**config.mk**
```make
export PLATFORM = sky130hd
export DESIGN_NAME = dual_prot_seq
export DESIGN_NICKNAME = d
export VERILOG_FILES = /design/src/rtl/dps_pkg.sv /design/src/rtl/dps_chan.sv /design/src/rtl/dps_latch.sv /design/src/rtl/dps_pg_filt.sv /design/src/rtl/dual_prot_seq.sv
export SDC_FILE = /design/constraint.sdc
export NUM_CORES = 1
export LEC_CHECK = 0
export BUFFER_PORTS_ARGS = -buffer_cell sky130_fd_sc_hd__buf_2
export CELL_PAD_IN_SITES_DETAIL_PLACEMENT = 0
export CELL_PAD_IN_SITES_GLOBAL_PLACEMENT = 1
export CORE_ASPECT_RATIO = 1.4
export CORE_MARGIN = 2
export CORE_UTILIZATION = 40
export CTS_CLUSTER_DIAMETER = 60
export DETAILED_ROUTE_END_ITERATION = 8
export HOLD_SLACK_MARGIN = 0.1
export PLACE_DENSITY = 0.74
export SLEW_MARGIN = 10
export SYNTH_ARGS = -nofsm -noshare
export SYNTH_HDL_FRONTEND = slang
export SYNTH_SLANG_ARGS = --single-unit
```
**constraint.sdc**
```tcl
create_clock -name clk -period 2.2 [get_ports clk]
set_input_delay 0.33 -clock clk [delete_from_list [all_inputs] [get_ports clk]]
set_output_delay 0.33 -clock clk [all_outputs]
set_load 0.02 [all_outputs]
```
**src/rtl/dps_pkg.sv**
```systemverilog
package dps_pkg;
   localparam int NCH = 2;

   typedef enum logic [2:0] {
      CH_OFF,
      CH_SAMPLE,
      CH_RAMP,
      CH_RUN,
      CH_SOFTSTOP,
      CH_CROWBAR
   } ch_state_t;

   function automatic int imax(input int a, input int b);
      return (a > b) ? a : b;
   endfunction
endpackage

```
**src/rtl/dps_chan.sv**
```systemverilog
module dps_chan
   import dps_pkg::*;
#(
   parameter int SAMPLE_CYC = 64,
   parameter int SS_DIV     = 250,
   parameter int REF_CODE   = 500,
   parameter int SS_W       = 9
) (
   input  logic            clk,
   input  logic            rst_n,
   input  logic            por_ok,
   input  logic            en,
   input  logic            latched,
   input  logic            ov,
   input  logic            uv,
   input  logic            oc,
   input  logic            out_low,
   output logic            sw_en,
   output logic            ls_on,
   output logic            dchg,
   output logic            src_on,
   output logic            hold,
   output logic [SS_W-1:0] code,
   output logic            done,
   output logic            trip
);
   localparam int CNT_MAX = imax(SAMPLE_CYC, SS_DIV);
   localparam int CW      = $clog2(CNT_MAX + 1);
   localparam logic [CW-1:0]   SAMP_LAST = CW'(SAMPLE_CYC - 1);
   localparam logic [CW-1:0]   DIV_LAST  = CW'(SS_DIV - 1);
   localparam logic [SS_W-1:0] REF_C     = SS_W'(REF_CODE);

   ch_state_t       st, st_nx;
   logic [CW-1:0]   cnt;
   logic [SS_W-1:0] code_q;

   always_comb begin
      st_nx = st;
      if (!por_ok || !en || latched) begin
         st_nx = CH_OFF;
      end else begin
         unique case (st)
            CH_OFF:    st_nx = CH_SAMPLE;
            CH_SAMPLE: if (cnt == SAMP_LAST) st_nx = CH_RAMP;
            CH_RAMP: begin
               if (ov)                  st_nx = CH_CROWBAR;
               else if (code_q == REF_C) st_nx = CH_RUN;
            end
            CH_RUN: begin
               if (ov)      st_nx = CH_CROWBAR;
               else if (uv) st_nx = CH_SOFTSTOP;
            end
            default: st_nx = st;
         endcase
      end
   end

   always_ff @(posedge clk or negedge rst_n) begin
      if (!rst_n) begin
         st     <= CH_OFF;
         cnt    <= '0;
         code_q <= '0;
      end else begin
         st <= st_nx;
         if (st_nx != st)
            cnt <= '0;
         else if (st == CH_SAMPLE)
            cnt <= cnt + CW'(1);
         else if (st == CH_RAMP)
            cnt <= (cnt == DIV_LAST) ? '0 : cnt + CW'(1);

         if (st_nx != CH_RAMP && st_nx != CH_RUN)
            code_q <= '0;
         else if (st == CH_RAMP && st_nx == CH_RAMP && cnt == DIV_LAST && code_q != REF_C)
            code_q <= code_q + SS_W'(1);
      end
   end

   assign sw_en  = (st == CH_RAMP) || (st == CH_RUN);
   assign ls_on  = (st == CH_CROWBAR);
   assign dchg   = (st == CH_SOFTSTOP);
   assign src_on = (st == CH_SAMPLE);
   assign hold   = (st == CH_SAMPLE) && (cnt == SAMP_LAST);
   assign done   = (st == CH_RUN);
   assign code   = code_q;
   assign trip   = (sw_en && oc) || ((ls_on || dchg) && out_low);
endmodule

```
**src/rtl/dps_latch.sv**
```systemverilog
module dps_latch
   import dps_pkg::*;
(
   input  logic           clk,
   input  logic           rst_n,
   input  logic           por_ok,
   input  logic [NCH-1:0] en,
   input  logic [NCH-1:0] trip,
   input  logic           ot,
   output logic           latched
);
   logic set_req;
   assign set_req = (|trip) || ot;

   always_ff @(posedge clk or negedge rst_n) begin
      if (!rst_n)         latched <= 1'b0;
      else if (!por_ok)   latched <= 1'b0;
      else if (set_req)   latched <= 1'b1;
      else if (en == '0)  latched <= 1'b0;
   end
endmodule

```
**src/rtl/dps_pg_filt.sv**
```systemverilog
module dps_pg_filt #(
   parameter int PG_DLY = 1250
) (
   input  logic clk,
   input  logic rst_n,
   input  logic hi,
   input  logic lo,
   output logic good
);
   generate
      if (PG_DLY == 1) begin : g_direct
         always_ff @(posedge clk or negedge rst_n) begin
            if (!rst_n) good <= 1'b0;
            else        good <= good ? lo : hi;
         end
      end else begin : g_count
         localparam int PW = $clog2(PG_DLY + 1);
         localparam logic [PW-1:0] LAST = PW'(PG_DLY - 1);
         logic [PW-1:0] cnt;
         always_ff @(posedge clk or negedge rst_n) begin
            if (!rst_n) begin
               good <= 1'b0;
               cnt  <= '0;
            end else if (!good) begin
               if (hi) begin
                  if (cnt == LAST) begin good <= 1'b1; cnt <= '0; end
                  else cnt <= cnt + PW'(1);
               end else cnt <= '0;
            end else begin
               if (!lo) begin
                  if (cnt == LAST) begin good <= 1'b0; cnt <= '0; end
                  else cnt <= cnt + PW'(1);
               end else cnt <= '0;
            end
         end
      end
   endgenerate
endmodule

```
**src/rtl/dual_prot_seq.sv**
```systemverilog
module dual_prot_seq
   import dps_pkg::*;
#(
   parameter int SAMPLE_CYC = 64,
   parameter int SS_DIV     = 250,
   parameter int REF_CODE   = 500,
   parameter int SS_W       = 9,
   parameter int PG_DLY     = 1250
) (
   input  logic              clk,
   input  logic              rst_n,
   input  logic              por_ok,
   input  logic [1:0]        en_hi,
   input  logic [1:0]        fb_ov,
   input  logic [1:0]        fb_uv,
   input  logic [1:0]        fb_pg_hi,
   input  logic [1:0]        fb_pg_lo,
   input  logic [1:0]        oc_trip,
   input  logic              ot_trip,
   input  logic [1:0]        out_low,
   output logic [1:0]        hs_allow,
   output logic [1:0]        ls_force,
   output logic [1:0]        dchg_on,
   output logic [1:0]        ocs_src,
   output logic [1:0]        ocs_hold,
   output logic [2*SS_W-1:0] ss_code,
   output logic [1:0]        ss_done,
   output logic              fault_latched,
   output logic              pg_pull_low
);
   generate
      if (SAMPLE_CYC < 1)            begin : g_bad_samp $error("SAMPLE_CYC must be >= 1"); end
      if (SS_DIV < 1)                begin : g_bad_div  $error("SS_DIV must be >= 1"); end
      if (PG_DLY < 1)                begin : g_bad_pg   $error("PG_DLY must be >= 1"); end
      if (REF_CODE < 1 || REF_CODE >= (1 << SS_W))
                                     begin : g_bad_ref  $error("REF_CODE must fit in SS_W bits"); end
   endgenerate

   logic [NCH-1:0] trip;
   logic [NCH-1:0] good;

   generate
      for (genvar c = 0; c < NCH; c++) begin : g_ch
         dps_chan #(
            .SAMPLE_CYC (SAMPLE_CYC),
            .SS_DIV     (SS_DIV),
            .REF_CODE   (REF_CODE),
            .SS_W       (SS_W)
         ) u_chan (
            .clk     (clk),
            .rst_n   (rst_n),
            .por_ok  (por_ok),
            .en      (en_hi[c]),
            .latched (fault_latched),
            .ov      (fb_ov[c]),
            .uv      (fb_uv[c]),
            .oc      (oc_trip[c]),
            .out_low (out_low[c]),
            .sw_en   (hs_allow[c]),
            .ls_on   (ls_force[c]),
            .dchg    (dchg_on[c]),
            .src_on  (ocs_src[c]),
            .hold    (ocs_hold[c]),
            .code    (ss_code[c*SS_W +: SS_W]),
            .done    (ss_done[c]),
            .trip    (trip[c])
         );

         dps_pg_filt #(.PG_DLY(PG_DLY)) u_pg (
            .clk   (clk),
            .rst_n (rst_n),
            .hi    (fb_pg_hi[c]),
            .lo    (fb_pg_lo[c]),
            .good  (good[c])
         );
      end
   endgenerate

   dps_latch u_latch (
      .clk     (clk),
      .rst_n   (rst_n),
      .por_ok  (por_ok),
      .en      (en_hi),
      .trip    (trip),
      .ot      (ot_trip),
      .latched (fault_latched)
   );

   assign pg_pull_low = !((&good) && (&ss_done) && !fault_latched);
endmodule

```
==> flow_summary_export.csv <==
group,metric,value,unit
run_status,status,"complete, no violations",
critical_path,r2r-end,"g_ch[1].u_chan.code[3]",
logic_synthesis,synth_flop_cell,"dfrtp_1",
timing,hold_violations,0,
placement,gp_congestion,0.821,
placement,io_buffers,49,
cells_and_area,diodes,0,
clocking,cts_buffer_depth,2,
timing,rsz0062_at_grt,"no",
clocking,cts_setup_buffers,0,
timing,setup_tns,0,ns
cells_and_area,final_cell_mix,"63 x dfrtp_1, 49 x buf_2, 47 x nor2_1",
timing,relSlewSlack,40.4,%
min_path,min_from,"fb_pg_hi[1]",
clocking,clk_pin_slew,0.05,ns
drt,ant_nets,0,
drt,drt-met1-wl,4340,µm
power,ir_drop,0.000362,V
critical_path,r2r_start,"g_ch[1].u_chan.cnt[1]",
critical_path,r2r_slack,0.12,ns
grt,grt_max_degree,66,
logic_synthesis,postSynthAreaPerCell,8.89,µm²
logic_synthesis,synth-edff-count,0,
drt,route.met3.wl,391,µm
die,rows,42,
clocking,cts_tree,"done",
timing,slew_violations,0,
power,p_leak,2.09,nW
placement,pre_cts_ws,0.0807,ns
placement,dp_hpwl,6730,µm
cells_and_area,drive_gt1_share,21.8,%
logic_synthesis,syn_inst,442,
die,core,9510,µm²
drt,routed_via_density,5.38,
grt,grt_pass1_vias,3335,
logic_synthesis,yosysSeqAreaShare,41.4,%
clocking,h-tree-depth,3,
critical_path,arrival,1.77,ns
critical_path,cp-end-kind,"primary output",
timing,layout_setup_ws,0.104,ns
critical_path,required,1.87,ns
drt,routed.top_layer,"met4",
critical_path,crit_type,"flop to primary output",
critical_path,cp_max_fo,7,
drt,wl_per_cell,14.7,µm
grt,grt_pass1_wl,15600,µm
logic_synthesis,ys_warn_count,0,
die,die_x,87.8,µm
min_path,hold_depth,3,
grt,overflow,0,
critical_path,reg2regPathDepth,7,
logic_synthesis,synth.area.top_cells,"dfrtp_1 41%, nor2_1 4.5%, a21oi_1 4.3%",
clocking,numCtsBuffers,9,
timing,setup_viol,0,
cells_and_area,mostFrequentLayoutCell,"dfrtp_1",
placement,dpl.cell_count,624,
clocking,clkLatencyLatePin,0.34,ns
die,die-area,10600,µm²
clocking,root_buffer,"clkbuf_16",
drt,drc,0,
logic_synthesis,syn-cell-area,3930,µm²
logic_synthesis,synth_fp_nets,472,
min_path,hp-class,"input port to flop",
drt,wl_met2,4590,µm
cells_and_area,area_delta_synth_final,20.5,%
logic_synthesis,async_reset_ff_share,100,%
drt,wirelength,9450,µm
drt,dr.first_iter.drc_count,173,
logic_synthesis,synth_top_area_share,41.4,%
die,io_pins,50,
critical_path,cp-start-kind,"flop",
die,die_h,121,µm
timing,max_freq,477,MHz
timing,clock_skew,0.0101,ns
timing,worstMarginPinSlew,0.890,ns
drt,vias,3446,
timing,period_share,95.3,%
grt,antenna_found_initial,0,
cells_and_area,final_nets,534,
logic_synthesis,yosysUniqueCellTypes,60,
power,power_per_cell_area,607,nW/µm²
cells_and_area,fill_cells,916,
logic_synthesis,synth_area_leader_cell,"dfrtp_1",
logic_synthesis,ys_ff_latch,65,
clocking,cts_sinks,65,
drt,drtPass1Iterations,4,
grt,grt_usage,18.8,%
min_path,hold_end,"g_ch[1].u_pg.good",
timing,min_period,2.10,ns
flow_run,drv_cap,0,
die,initial_core_util,41.3,%
cells_and_area,final_cells,641,
## kinds of logic (layout without fill, tap and decap cells)
| logic type | count (synthesis) | count (layout) | synth area share, % |
|---|---|---|---|
| AOI/OAI and AO/OA | 104 | 104 | 17.2 |
| buffers and inverters | 46 | 113 | 5.89 |
| muxes | 1 | 1 | 0.255 |
| and+or+nand+nor | 194 | 194 | 27.0 |
| DFF | 65 | 65 | 41.4 |
| adders and majority gates | 12 | 12 | 3.82 |
| xor gates and xnor gates | 20 | 20 | 4.46 |
## layer usage
layer	vias to the layer above	track usage, %
met4	0	6.63
met2	78	30.6
li1	1721	-
met5	-	0
met3	13	4.76
met1	1634	24.1
## how the worst max path moves through the flow
stage	start	to	slack, ns	depth (start not counted)
after global routing	g_ch[0].u_chan.code[0]	g_ch[0].u_chan.code[0]	0.003	8
after floorplan	g_ch[1].u_chan.st[2]	g_ch[1].u_chan.code[3]	0.09	7
after detailed placement	g_ch[0].u_chan.cnt[1]	g_ch[0].u_chan.code[2]	0.08	7
after global placement	g_ch[0].u_chan.code[0]	g_ch[0].u_chan.code[3]	0.14	8
after CTS	g_ch[1].u_chan.st[1]	ocs_hold[1]	0.04	5
final	g_ch[0].u_chan.st[0]	ocs_hold[0]	0.10	4
## state kept, by name, indices dropped and copies added (netlist names)
register               cells
g_ch.u_pg.g_count.cnt     22
g_ch.u_chan.st             6
g_ch.u_pg.good             2
g_ch.u_chan.cnt           16
u_latch.latched            1
g_ch.u_chan.code          18
## power breakdown
| group | leakage (nW) | internal, mW | switching [mW] | total [mW] |
|---|---|---|---|---|
| Combinational | 1.06 | 0.106 | 0.152 | 0.258 |
| Clock | 0.139 | 0.818 | 0.520 | 1.34 |
| Sequential | 0.889 | 1.23 | 0.0428 | 1.28 |
## what timing repair did
item / CTS / global route
resized for setup: 0 / 12
hold buffers: 1 / 0
endpoints found under the setup margin: 0 / 14
endpoints found under the hold margin: 65 / 0
## cells in the mapped netlist (12+ instances only)
cell / n
xor2_1: 12
a21oi_1: 34
nand3_1: 25
inv_1: 19
buf_4: 13
dfrtp_1: 65
nor2_1: 47
and3_1: 12
o31ai_1: 12
o21ai_0: 17
ha_1: 12
nand2_1: 33
## through the flow
stage | utilization, % | hold WS [ns] | cell area (µm²) | power [mW]
final | 49.8 | 0.243 | 4740 | 2.87
after global routing | 49.8 | 0.250 | 4740 | 3.01
after CTS | 49.3 | 0.235 | 4690 | 2.90
after detailed placement | 46.3 | 0.379 | 4400 | 1.56
after global placement | 46.3 | 0.378 | 4400 | 1.55
after floorplan | - | 0.0344 | 3930 | 1.44
## layout make-up
type	instances	area [µm²]	share of cell area, %
clock buffer	13	260	5.50
multi-input combinational	331	2120	44.7
sequential	65	1630	34.4
tap	132	165	3.49
clock inverter	3	15.0	0.317
timing repair buffer	78	478	10.1
inverter	19	71.3	1.51
## worst max-delay path, cell delays in order (launching register included)
cell,delay (ns)
dfrtp_2,0.41
or3b_4,0.42
nor3_4,0.25
buf_4,0.18
buf_2,0.17
(Power assumes the default switching activity.)
